$ cat src/rtl/led_scan_pkg.sv
package led_scan_pkg;

  // Colour code on the frame buffer port
  typedef enum logic [1:0] {
    CLR_RED = 2'd0,
    CLR_GRN = 2'd1,
    CLR_BLU = 2'd2
  } color_e;

  typedef enum logic [2:0] {
    SQ_BOOT,
    SQ_WAIT,
    SQ_LATCH,
    SQ_ENA,
    SQ_LIT
  } seq_st_e;

  typedef enum logic [2:0] {
    SH_IDLE,
    SH_RD,
    SH_CAP,
    SH_SET,
    SH_RISE
  } sh_st_e;

  function automatic int bits_for(input int n);
    return (n > 1) ? $clog2(n) : 1;
  endfunction

endpackage

$ cat src/rtl/led_chain_loader.sv
module led_chain_loader
  import led_scan_pkg::*;
#(
  parameter int NLANE = 13,
  parameter int NROW  = 6,
  parameter int NCOL  = 16,
  parameter int GSW   = 12
) (
  input  logic                        clk,
  input  logic                        rst,
  input  logic                        start,
  input  logic [bits_for(NROW)-1:0]   row_in,
  output logic                        done,
  output logic                        fb_rd_en,
  output logic [bits_for(NROW)-1:0]   fb_rd_row,
  output logic [1:0]                  fb_rd_color,
  output logic [bits_for(NCOL)-1:0]   fb_rd_chan,
  input  logic [NLANE*GSW-1:0]        fb_rd_data,
  output logic                        sclk,
  output logic [NLANE-1:0]            sdata
);

  localparam int RW = bits_for(NROW);
  localparam int CW = bits_for(NCOL);
  localparam int BW = bits_for(GSW);

  sh_st_e          st_q;
  logic [RW-1:0]   row_q;
  color_e          col_q;
  logic [CW-1:0]   chan_q;
  logic [BW-1:0]   bit_q;
  logic            rd_en_q;
  logic            sclk_q;
  logic            done_q;
  logic            cap_en;
  logic            shift_en;
  logic            last_bit;
  logic            last_word;

  assign last_bit  = (bit_q == BW'(GSW - 1));
  assign last_word = (col_q == CLR_RED) && (chan_q == '0);
  assign cap_en    = (st_q == SH_CAP);
  assign shift_en  = (st_q == SH_RISE) && !last_bit;

  always_ff @(posedge clk) begin
    if (rst) begin
      st_q    <= SH_IDLE;
      row_q   <= '0;
      col_q   <= CLR_BLU;
      chan_q  <= CW'(NCOL - 1);
      bit_q   <= '0;
      rd_en_q <= 1'b0;
      sclk_q  <= 1'b0;
      done_q  <= 1'b0;
    end else begin
      done_q <= 1'b0;
      case (st_q)
        SH_IDLE: begin
          if (start) begin
            row_q   <= row_in;
            col_q   <= CLR_BLU;
            chan_q  <= CW'(NCOL - 1);
            rd_en_q <= 1'b1;
            st_q    <= SH_RD;
          end
        end
        SH_RD: begin
          rd_en_q <= 1'b0;
          st_q    <= SH_CAP;
        end
        SH_CAP: begin
          bit_q <= '0;
          st_q  <= SH_SET;
        end
        SH_SET: begin
          sclk_q <= 1'b1;
          st_q   <= SH_RISE;
        end
        SH_RISE: begin
          sclk_q <= 1'b0;
          if (!last_bit) begin
            bit_q <= bit_q + 1'b1;
            st_q  <= SH_SET;
          end else if (last_word) begin
            done_q <= 1'b1;
            st_q   <= SH_IDLE;
          end else begin
            if (chan_q == '0) begin
              chan_q <= CW'(NCOL - 1);
              col_q  <= color_e'(2'(col_q) - 2'd1);
            end else begin
              chan_q <= chan_q - 1'b1;
            end
            rd_en_q <= 1'b1;
            st_q    <= SH_RD;
          end
        end
        default: st_q <= SH_IDLE;
      endcase
    end
  end

  // One shift register per lane; all lanes move together
  for (genvar l = 0; l < NLANE; l++) begin : g_lane
    logic [GSW-1:0] sh_q;
    logic           bit_out_q;
    always_ff @(posedge clk) begin
      if (rst) begin
        sh_q      <= '0;
        bit_out_q <= 1'b0;
      end else if (cap_en) begin
        bit_out_q <= fb_rd_data[l*GSW + GSW - 1];
        sh_q      <= fb_rd_data[l*GSW +: GSW] << 1;
      end else if (shift_en) begin
        bit_out_q <= sh_q[GSW-1];
        sh_q      <= sh_q << 1;
      end
    end
    assign sdata[l] = bit_out_q;
  end

  assign done        = done_q;
  assign fb_rd_en    = rd_en_q;
  assign fb_rd_row   = row_q;
  assign fb_rd_color = col_q;
  assign fb_rd_chan  = chan_q;
  assign sclk        = sclk_q;

endmodule

$ cat src/rtl/led_row_sequencer.sv
module led_row_sequencer
  import led_scan_pkg::*;
#(
  parameter int NROW     = 6,
  parameter int PWM_CLKS = 4096
) (
  input  logic                      clk,
  input  logic                      rst,
  input  logic                      load_done,
  output logic                      load_start,
  output logic [bits_for(NROW)-1:0] load_row,
  output logic [NROW-1:0]           row_en,
  output logic                      blank,
  output logic                      latch,
  output logic                      gsclk
);

  localparam int RW   = bits_for(NROW);
  localparam int LIT  = 2 * PWM_CLKS;
  localparam int CTW  = bits_for(LIT);

  seq_st_e          st_q;
  logic             start_q;
  logic [RW-1:0]    row_q;
  logic [NROW-1:0]  row_en_q;
  logic             blank_q;
  logic             latch_q;
  logic             gsclk_q;
  logic [CTW-1:0]   cyc_q;
  logic             ready_q;
  logic [RW-1:0]    row_nxt;
  logic [NROW-1:0]  row_hot;

  assign row_nxt = (row_q == RW'(NROW - 1)) ? '0 : row_q + 1'b1;
  assign row_hot = {{(NROW-1){1'b0}}, 1'b1} << row_q;

  always_ff @(posedge clk) begin
    if (rst) begin
      st_q     <= SQ_BOOT;
      start_q  <= 1'b0;
      row_q    <= '0;
      row_en_q <= '0;
      blank_q  <= 1'b1;
      latch_q  <= 1'b0;
      gsclk_q  <= 1'b0;
      cyc_q    <= '0;
      ready_q  <= 1'b0;
    end else begin
      start_q <= 1'b0;
      latch_q <= 1'b0;
      if (load_done) ready_q <= 1'b1;
      case (st_q)
        SQ_BOOT: begin
          start_q <= 1'b1;
          st_q    <= SQ_WAIT;
        end
        SQ_WAIT: begin
          if (ready_q) begin
            ready_q <= 1'b0;
            latch_q <= 1'b1;
            st_q    <= SQ_LATCH;
          end
        end
        SQ_LATCH: begin
          row_en_q <= row_hot;
          row_q    <= row_nxt;
          start_q  <= 1'b1;
          st_q     <= SQ_ENA;
        end
        SQ_ENA: begin
          blank_q <= 1'b0;
          gsclk_q <= 1'b0;
          cyc_q   <= '0;
          st_q    <= SQ_LIT;
        end
        SQ_LIT: begin
          if (cyc_q == CTW'(LIT - 1)) begin
            blank_q  <= 1'b1;
            row_en_q <= '0;
            gsclk_q  <= 1'b0;
            st_q     <= SQ_WAIT;
          end else begin
            gsclk_q <= ~gsclk_q;
            cyc_q   <= cyc_q + 1'b1;
          end
        end
        default: st_q <= SQ_WAIT;
      endcase
    end
  end

  assign load_start = start_q;
  assign load_row   = row_q;
  assign row_en     = row_en_q;
  assign blank      = blank_q;
  assign latch      = latch_q;
  assign gsclk      = gsclk_q;

endmodule

$ cat src/rtl/led_scan_top.sv
module led_scan_top
  import led_scan_pkg::*;
#(
  parameter int NSEG     = 12,
  parameter int NROW     = 6,
  parameter int NCOL     = 16,
  parameter int GSW      = 12,
  parameter int PWM_CLKS = 4096
) (
  input  logic                          clk,
  input  logic                          rst,
  output logic                          fb_rd_en,
  output logic [bits_for(NROW)-1:0]     fb_rd_row,
  output logic [1:0]                    fb_rd_color,
  output logic [bits_for(NCOL)-1:0]     fb_rd_chan,
  input  logic [(NSEG+1)*GSW-1:0]       fb_rd_data,
  output logic                          drv_sclk,
  output logic [NSEG-1:0]               drv_sdata,
  output logic                          cal_sdata,
  output logic                          drv_latch,
  output logic                          drv_blank,
  output logic                          drv_gsclk,
  output logic                          drv_mode,
  output logic [NROW-1:0]               row_en
);

  localparam int NLANE = NSEG + 1;
  localparam int RW    = bits_for(NROW);

  logic             ld_start;
  logic             ld_done;
  logic [RW-1:0]    ld_row;
  logic [NLANE-1:0] lane_bits;

  led_row_sequencer #(
    .NROW     (NROW),
    .PWM_CLKS (PWM_CLKS)
  ) u_seq (
    .clk        (clk),
    .rst        (rst),
    .load_done  (ld_done),
    .load_start (ld_start),
    .load_row   (ld_row),
    .row_en     (row_en),
    .blank      (drv_blank),
    .latch      (drv_latch),
    .gsclk      (drv_gsclk)
  );

  led_chain_loader #(
    .NLANE (NLANE),
    .NROW  (NROW),
    .NCOL  (NCOL),
    .GSW   (GSW)
  ) u_load (
    .clk         (clk),
    .rst         (rst),
    .start       (ld_start),
    .row_in      (ld_row),
    .done        (ld_done),
    .fb_rd_en    (fb_rd_en),
    .fb_rd_row   (fb_rd_row),
    .fb_rd_color (fb_rd_color),
    .fb_rd_chan  (fb_rd_chan),
    .fb_rd_data  (fb_rd_data),
    .sclk        (drv_sclk),
    .sdata       (lane_bits)
  );

  assign drv_sdata = lane_bits[NSEG-1:0];
  assign cal_sdata = lane_bits[NSEG];
  assign drv_mode  = 1'b0;

endmodule

$ cat config.mk
export PLATFORM = sky130hd
export DESIGN_NAME = led_scan_top
export DESIGN_NICKNAME = d
export VERILOG_FILES = /design/src/rtl/led_scan_pkg.sv /design/src/rtl/led_chain_loader.sv /design/src/rtl/led_row_sequencer.sv /design/src/rtl/led_scan_top.sv
export SDC_FILE = /design/constraint.sdc
export NUM_CORES = 1
export LEC_CHECK = 0
export BUFFER_PORTS_ARGS = -buffer_cell sky130_fd_sc_hd__buf_2
export CAP_MARGIN = 40
export CORE_MARGIN = 5
export CORE_UTILIZATION = 55
export DETAILED_ROUTE_END_ITERATION = 16
export GPL_TIMING_DRIVEN = 1
export PLACE_DENSITY = 0.9
export RECOVER_POWER = 25
export SLEW_MARGIN = 15
export SYNTH_ARGS = -nofsm -noshare
export SYNTH_HDL_FRONTEND = slang
export SYNTH_SLANG_ARGS = --single-unit
$ cat constraint.sdc
create_clock -name clk -period 2.42 [get_ports clk]
set_input_delay 0.363 -clock clk [delete_from_list [all_inputs] [get_ports clk]]
set_output_delay 0.363 -clock clk [all_outputs]
set_load 0.1 [all_outputs]
# ---- Word-level counts from Yosys, hierarchy flattened
# Cells that the tools add are included.
dict set report classes {
  reduce_logical 26
  add_sub_neg 5
  eq_ne 19
  shift 1
  bitwise_logic 4
  mux 91
}
# op count
set ops {}
lappend ops {{$mux 12} 26}
lappend ops {{$mux 1} 38}
lappend ops {{$pmux 13 s2} 1}
lappend ops {{$mux 4} 5}
lappend ops {{$pmux 4 s2} 2}
lappend ops {{$mux 3} 5}
lappend ops {{$pmux 3 s5} 1}
lappend ops {{$add 13x1->13 const B} 1}
lappend ops {{$eq 13x13->1 const B} 1}
lappend ops {{$mux 13} 1}
lappend ops {{$eq 3x2->1 const B} 4}
lappend ops {{$pmux 3 s4} 1}
lappend ops {{$pmux 6 s2} 1}
lappend ops {{$reduce_and 2->1} 6}
lappend ops {{$reduce_bool 2->1} 6}
lappend ops {{$ne 2x2->1 const B} 5}
lappend ops {{$eq 3x3->1 const B} 3}
lappend ops {{$mux 2} 4}
lappend ops {{$reduce_and 4->1} 2}
lappend ops {{$eq 3x1->1 const B} 2}
lappend ops {{$logic_not 3->1} 2}
lappend ops {{$mux 6} 1}
lappend ops {{$ne 2x1->1 const B} 3}
lappend ops {{$pmux 1 s2} 3}
lappend ops {{17 further kinds} 22}
dict set report totals {
  out_inout_bits 34
  elab_cells 189
  regBits 205
  inputBits 158
}

# ---- Depth between registers and ports, before layout
dict set report depth {
  ltp_word 5
  depth_mapped 9
}

# ---- Hierarchy
# From an unflattened synthesis, not the netlist that was laid out.
dict set report hier_totals {
  hier_cells 1140
  area_unflattened_um2 10079.7
}
# module seq_area_each_um2 n_inst cells_per_inst area_per_inst_um2
set modules_own_cells {}
lappend modules_own_cells {led_chain_loader 3503.4 1 981 8653.3}
lappend modules_own_cells {led_row_sequencer 600.6 1 157 1415.1}
lappend modules_own_cells {led_scan_top 0.0 1 2 11.3}

# ---- Worst setup path after synthesis
# Ideal clock, no wire load.
dict set report synth_timing {
  kind {register to register}
  startpoint {register u_load.chan_q[0] (netlist: u_load.fb_rd_chan[0])}
  endpoint {register u_load.chan_q[2] (netlist: u_load.fb_rd_chan[2])}
  n_path_buf 0
  arrival_ns 2.475
  period_less_slack_ns 2.589
  stages_incl_launch_ff 8
  setup_slack_ns -0.169
  required_time_ns 2.306
  cell_sequence {dfxtp_1 inv_1 ha_1 nor4bb_1 a21oi_1 nand3_1 or3_1 a21o_1}
}
dict set report synth_between {
  elab_chain_len 5
  word_cells_on_any_way 9
  cone_classes {1 x add/sub; 1 x eq/ne; 4 x mux; 3 x reduce/logical}
}
# element line
set synth_rtl {}
lappend synth_rtl {{start, declared} led_chain_loader.sv:30} ;# logic [CW-1:0] chan_q;
lappend synth_rtl {{start signal, assigned} led_chain_loader.sv:50} ;# chan_q <= CW'(NCOL - 1);
lappend synth_rtl {{start signal, assigned} led_chain_loader.sv:62} ;# chan_q <= CW'(NCOL - 1);
lappend synth_rtl {{start signal, assigned} led_chain_loader.sv:89} ;# chan_q <= CW'(NCOL - 1);
lappend synth_rtl {{$sub 4x1->4 or $logic_not 4->1 (tied branches)} {led_chain_loader.sv:92, led_chain_loader.sv:41, led_chain_loader.sv:88}}
lappend synth_rtl {{$mux 4} led_chain_loader.sv:88} ;# if (chan_q == '0) begin
lappend synth_rtl {{$mux 4} led_chain_loader.sv:84} ;# end else if (last_word) begin
lappend synth_rtl {{$mux 4} led_chain_loader.sv:81} ;# if (!last_bit) begin
lappend synth_rtl {{$pmux 4 s2} led_chain_loader.sv:57} ;# case (st_q)
# Parallel ways exist; a longest one is shown, timed or not. The select of a mux whose other input is x is not followed.
# A chain may end at the register's enable or synchronous reset.

# ---- Worst setup path after layout
dict set report layout_timing {
  startpoint {register u_load.st_q[2]}
  endpoint {register u_load.g_lane[2].sh_q[5]}
}
dict set report layout_between {
  elab_chain_len 3
  word_cells_on_any_way 5
  cone_classes {2 x eq/ne; 1 x mux; 2 x reduce/logical}
}
# element line
set layout_rtl {}
lappend layout_rtl {{start, declared} led_chain_loader.sv:27} ;# sh_st_e st_q;
lappend layout_rtl {{start signal, assigned} led_chain_loader.sv:47} ;# st_q <= SH_IDLE;
lappend layout_rtl {{start signal, assigned} led_chain_loader.sv:64} ;# st_q <= SH_RD;
lappend layout_rtl {{start signal, assigned} led_chain_loader.sv:69} ;# st_q <= SH_CAP;
lappend layout_rtl {{$eq 3x3->1} led_chain_loader.sv:43} ;# assign shift_en = (st_q == SH_RISE) && !last_bit;
lappend layout_rtl {{$logic_and 1x1->1} led_chain_loader.sv:43}
lappend layout_rtl {{$reduce_bool 2->1 (no line)} -}
lappend layout_rtl {{end signal, assigned} led_chain_loader.sv:113} ;# sh_q <= fb_rd_data[l*GSW +: GSW] << 1;
lappend layout_rtl {{end signal, assigned} led_chain_loader.sv:116} ;# sh_q <= sh_q << 1;
lappend layout_rtl {{end, declared} led_chain_loader.sv:105} ;# logic [GSW-1:0] sh_q;
# Parallel ways exist; a longest one is shown, timed or not.

==> summary.md <==
The run finished with clean final reports. The initial utilization of the core area, before any placement, comes to 56.0%. Routability-driven placement finished with a final weighted congestion of 0.857.

The number of I/O pins came out at 192. The clock-pin slew on the worst setup and hold paths was 0.06 ns. The fill cell instance count of the final layout was 1,329. The worst path uses 93.4% of the clock period. For this design the static power due to leakage is 3.97 nW. The run gives 2.39 mW as the power spent charging and discharging nets. The post-synthesis area per instance was 8.16 µm²; the y dimension of the die was 140 µm.

IR analysis of the VDD net gives a maximum drop of 0.577 mV. The number of hold violations in the final report is 0. The class of the tightest hold or removal check is input port to flop. Summing all flip-flop and latch instances after layout gives 0.00411 mm².

The post-detailed-route wirelength per cell was 15.9 µm. The post-CTS setup repair buffer count was 0. Entering global routing, the biggest net connects 196 pins. Once detail routing completed, the nets flagged for antenna violations numbered 0. The logs give 769 for the DRC violation total after the first TritonRoute iteration and 0.0165 mm² for the standard cell core area. Fraction of layout instances using a drive strength above 1: 21.4%. Clock tree synthesis found a total of 205 sinks.

The worst relative slew slack was 20.2%. Max-cap violations in this run came to 0. Power spread over the standard cell area amounts to 800 mW/mm².

Counting flops and latches in the post-synthesis netlist gives 205. Die footprint: 0.0195 mm². The tools report the final routed wirelength across all metal layers as 23,600 µm. Of the total power, the share spent switching nets is 27.5%. In the synthesized netlist the dominant register cell turns out to be sky130_fd_sc_hd__dfxtp_1. In the routed design, unresolved DRC markers number 0.

The via count of the routed design was 8,514. For the arrival time of data at the critical path endpoint, the log shows 2.65 ns. The clock buffer count from CTS was 22; the number of warnings reported in the yosys synthesis log was 0.

Setup violations remaining at the end of the flow were counted as 0. The number of different library cells used by synthesis comes to 58. Summing the sequential cell areas from Yosys gives 44.4% of the chip area. The portion of total power attributed to sequential cells is 45.1%. 0 antenna diodes ended up in the layout. TritonCTS built the clock tree. The HPWL after detailed placement is 15,300 µm. The number of global-route vias before repair is 7,955. The logs give 47 for the row count and 0.0101 mm² for the instance area after placement.

After detailed routing, the number of vias per cell comes to 5.75. The worst-case clock skew is 0.0117 ns, and the final standard cell utilization of the core is 65.6%. The worst setup path is captured at a flop. Per report_power, the clock group accounts for 39.5% of the total. In the final design database the tool counted 1,408 nets.

Counting tap cells, the placed design contains a total of 1,441 instances. The tools report the total global routing overflow as 0. The maximum number of buffers from clock root to sink came out at 3. The count of non-filler cells in the finished layout is 1,481. The layout overhead on the synthesized area was 17.2%.

When the netlist entered floorplanning its net count stood at 1,296. The final number of max-transition violations came out at 0. STA classifies the critical path startpoint as a flop.

Global routing used 22.5% of the available tracks across all layers. The clock insertion delay at the later pin of the skew report was 0.49 ns. The multi-input combinational cells in the finished layout cover a total of 0.00454 mm². Gate count after technology mapping: 1,133.

The run gives 0 as the initial antenna violation count. Setup repair after global routing left no endpoint under its margin. Once the clock tree was built, the resizer swapped 0 gates to a different size.

The run gives 38,300 µm as the wire length of the first global-routing pass. The share of flip-flops with an asynchronous set or reset came out at 0%. The tree is rooted in a sky130_fd_sc_hd__clkbuf_16.

The level count of the clock H-tree came out at 1. The fmax came out at 442 MHz. The first detailed-routing pass took 5 iterations.

For the pin with the worst max-slew slack, the measured transition is 1.20 ns. The highest net fanout along the worst path was 86. The worst setup path is of the flop to flop kind. The count of flip-flops with a built-in enable after synthesis came out at 0. The logs give 0.0108 mm² for the final standard cell area without fillers and 15.4% for the share of total power in combinational logic.

After clock tree synthesis, the flow added hold-fix buffers numbering 0. The mapped netlist covers 0.00925 mm². The number of buffers inserted by port buffering was 190. Hold timing on the final database bottoms out at a slack of 0.116 ns. The x dimension of the die was 140 µm; the final total negative setup slack was 0 ns. The internal power consumption is 6.28 mW. The shortest clock period the worst path allows after layout is 2.26 ns, and the required time reported for the critical path endpoint is 2.81 ns.
==> logic make-up (layout without fill, tap and decap cells) <==
logic type / count (synthesis) / after routing / synth area share [%]
AOI/OAI and AO/OA: 211 / 211 / 21.7
xor gates and xnor gates: 6 / 6 / 0.568
adders and majority gates: 5 / 5 / 0.676
buffers and inverters: 127 / 255 / 6.75
DFF: 205 / 205 / 44.4
muxes: 5 / 5 / 0.541
other: 1 / 1 / 0.0405
and+or+nand+nor: 573 / 573 / 25.4
==> per-layer routing <==
layer,wire length [µm],vias to the layer above,share of wire (%),track usage [%]
met4,517,0,2.2,6.12
met3,1850,46,7.8,3.98
li1,-,4164,-,-
met2,11100,338,47,36.9
met1,10100,3966,43,30.7
met5,0,-,0,0
==> flip-flops by register name (all words and copies together), names as in the netlist, 2 cells and up <==
name                     flops
u_load.bit_q                 4
u_seq.load_row               3
u_load.fb_rd_chan            4
u_load.g_lane.bit_out_q     13
u_load.fb_rd_color           2
u_load.fb_rd_row             3
u_load.g_lane.sh_q         143
u_seq.st_q                   3
u_seq.cyc_q                 13
u_seq.row_en                 6
u_load.st_q                  3
==> power by group through the flow <==
stage          registers (mW)  clock network (mW)  logic, mW
2_1_floorplan            3.96                   0       1.02
3_3_place_gp             3.96                   0       1.28
3_5_place_dp             3.97                   0       1.33
4_1_cts                  3.90                3.50       1.34
5_1_grt                  3.95                3.65       1.45
6_report                 3.91                3.43       1.34
==> worst paths after layout <==
| check | to | cells after the start | from | slack (ns) |
|---|---|---|---|---|
| hold reg to reg | u_load.g_lane[10].sh_q[1] | 2 | u_load.g_lane[10].sh_q[1] | 0.47 |
| setup / recovery | u_load.g_lane[2].sh_q[5] | 5 | u_load.st_q[2] | 0.16 |
| setup reg to reg | u_load.g_lane[2].sh_q[5] | 5 | u_load.st_q[2] | 0.16 |
| hold / removal | u_load.g_lane[10].sh_q[1] | 3 | fb_rd_data[120] | 0.12 |
==> cell type report <==
| cell class | count | area share [%] |
|---|---|---|
| clock buffers | 32 | 6.08 |
| clock inverters | 8 | 0.854 |
| inverters | 10 | 0.346 |
| multi-input cells | 801 | 41.9 |
| flip-flops and latches | 205 | 37.9 |
| well taps | 220 | 2.54 |
| repair buffers | 205 | 10.4 |
==> worst max-delay path: stages, from the launching register on <==
cell,delay [ns]
sky130_fd_sc_hd__dfxtp_1,0.55
sky130_fd_sc_hd__or3b_1,0.53
sky130_fd_sc_hd__nor2_4,0.24
sky130_fd_sc_hd__buf_12,0.32
sky130_fd_sc_hd__nand2_1,0.12
sky130_fd_sc_hd__a311oi_1,0.32
==> layout by cell type, fill, tap and decap left out, drive strengths merged, types with 8 or more instances in the layout <==
cell	n
nor3	16
clkbuf	65
buf	172
a311oi	145
nand3	22
dfxtp	205
nor2	172
inv	10
a21oi	32
nand2	324
o21ai	8
==> Yosys cell counts, types with 3 or more instances <==
cell                       count  area (µm²)
sky130_fd_sc_hd__o21ai_0       7        35.0
sky130_fd_sc_hd__ha_1          5        62.6
sky130_fd_sc_hd__a311oi_2     50         751
sky130_fd_sc_hd__or3b_2        3        26.3
sky130_fd_sc_hd__dfxtp_1     205        4100
sky130_fd_sc_hd__nor2_1      171         642
sky130_fd_sc_hd__buf_4        20         150
sky130_fd_sc_hd__and3_1        4        25.0
sky130_fd_sc_hd__nand2_1     324        1220
sky130_fd_sc_hd__a21oi_1      32         160
sky130_fd_sc_hd__nor3_1       16        80.1
sky130_fd_sc_hd__nand3_1      22         110
sky130_fd_sc_hd__xor2_1        4        35.0
sky130_fd_sc_hd__a32o_1        3        30.0
sky130_fd_sc_hd__inv_1        10        37.5
sky130_fd_sc_hd__nor3b_1       4        30.0
sky130_fd_sc_hd__clkbuf_1     80         300
sky130_fd_sc_hd__nand2b_1      5        31.3
sky130_fd_sc_hd__a31oi_1       3        18.8
sky130_fd_sc_hd__nand3b_1      4        30.0
sky130_fd_sc_hd__a311oi_1     95         832
sky130_fd_sc_hd__nand4_1       5        31.3
sky130_fd_sc_hd__buf_6         7        78.8
sky130_fd_sc_hd__mux2i_1       5        50.1
sky130_fd_sc_hd__buf_2         7        35.0
==> per-stage QoR <==
step,setup slack [ns],total power [mW]
2_1_floorplan,0.183,4.98
3_3_place_gp,0.342,5.25
3_5_place_dp,0.225,5.30
4_1_cts,0.160,8.74
5_1_grt,0.0441,9.05
6_report,0.159,8.67
(Power assumes the default switching activity.)
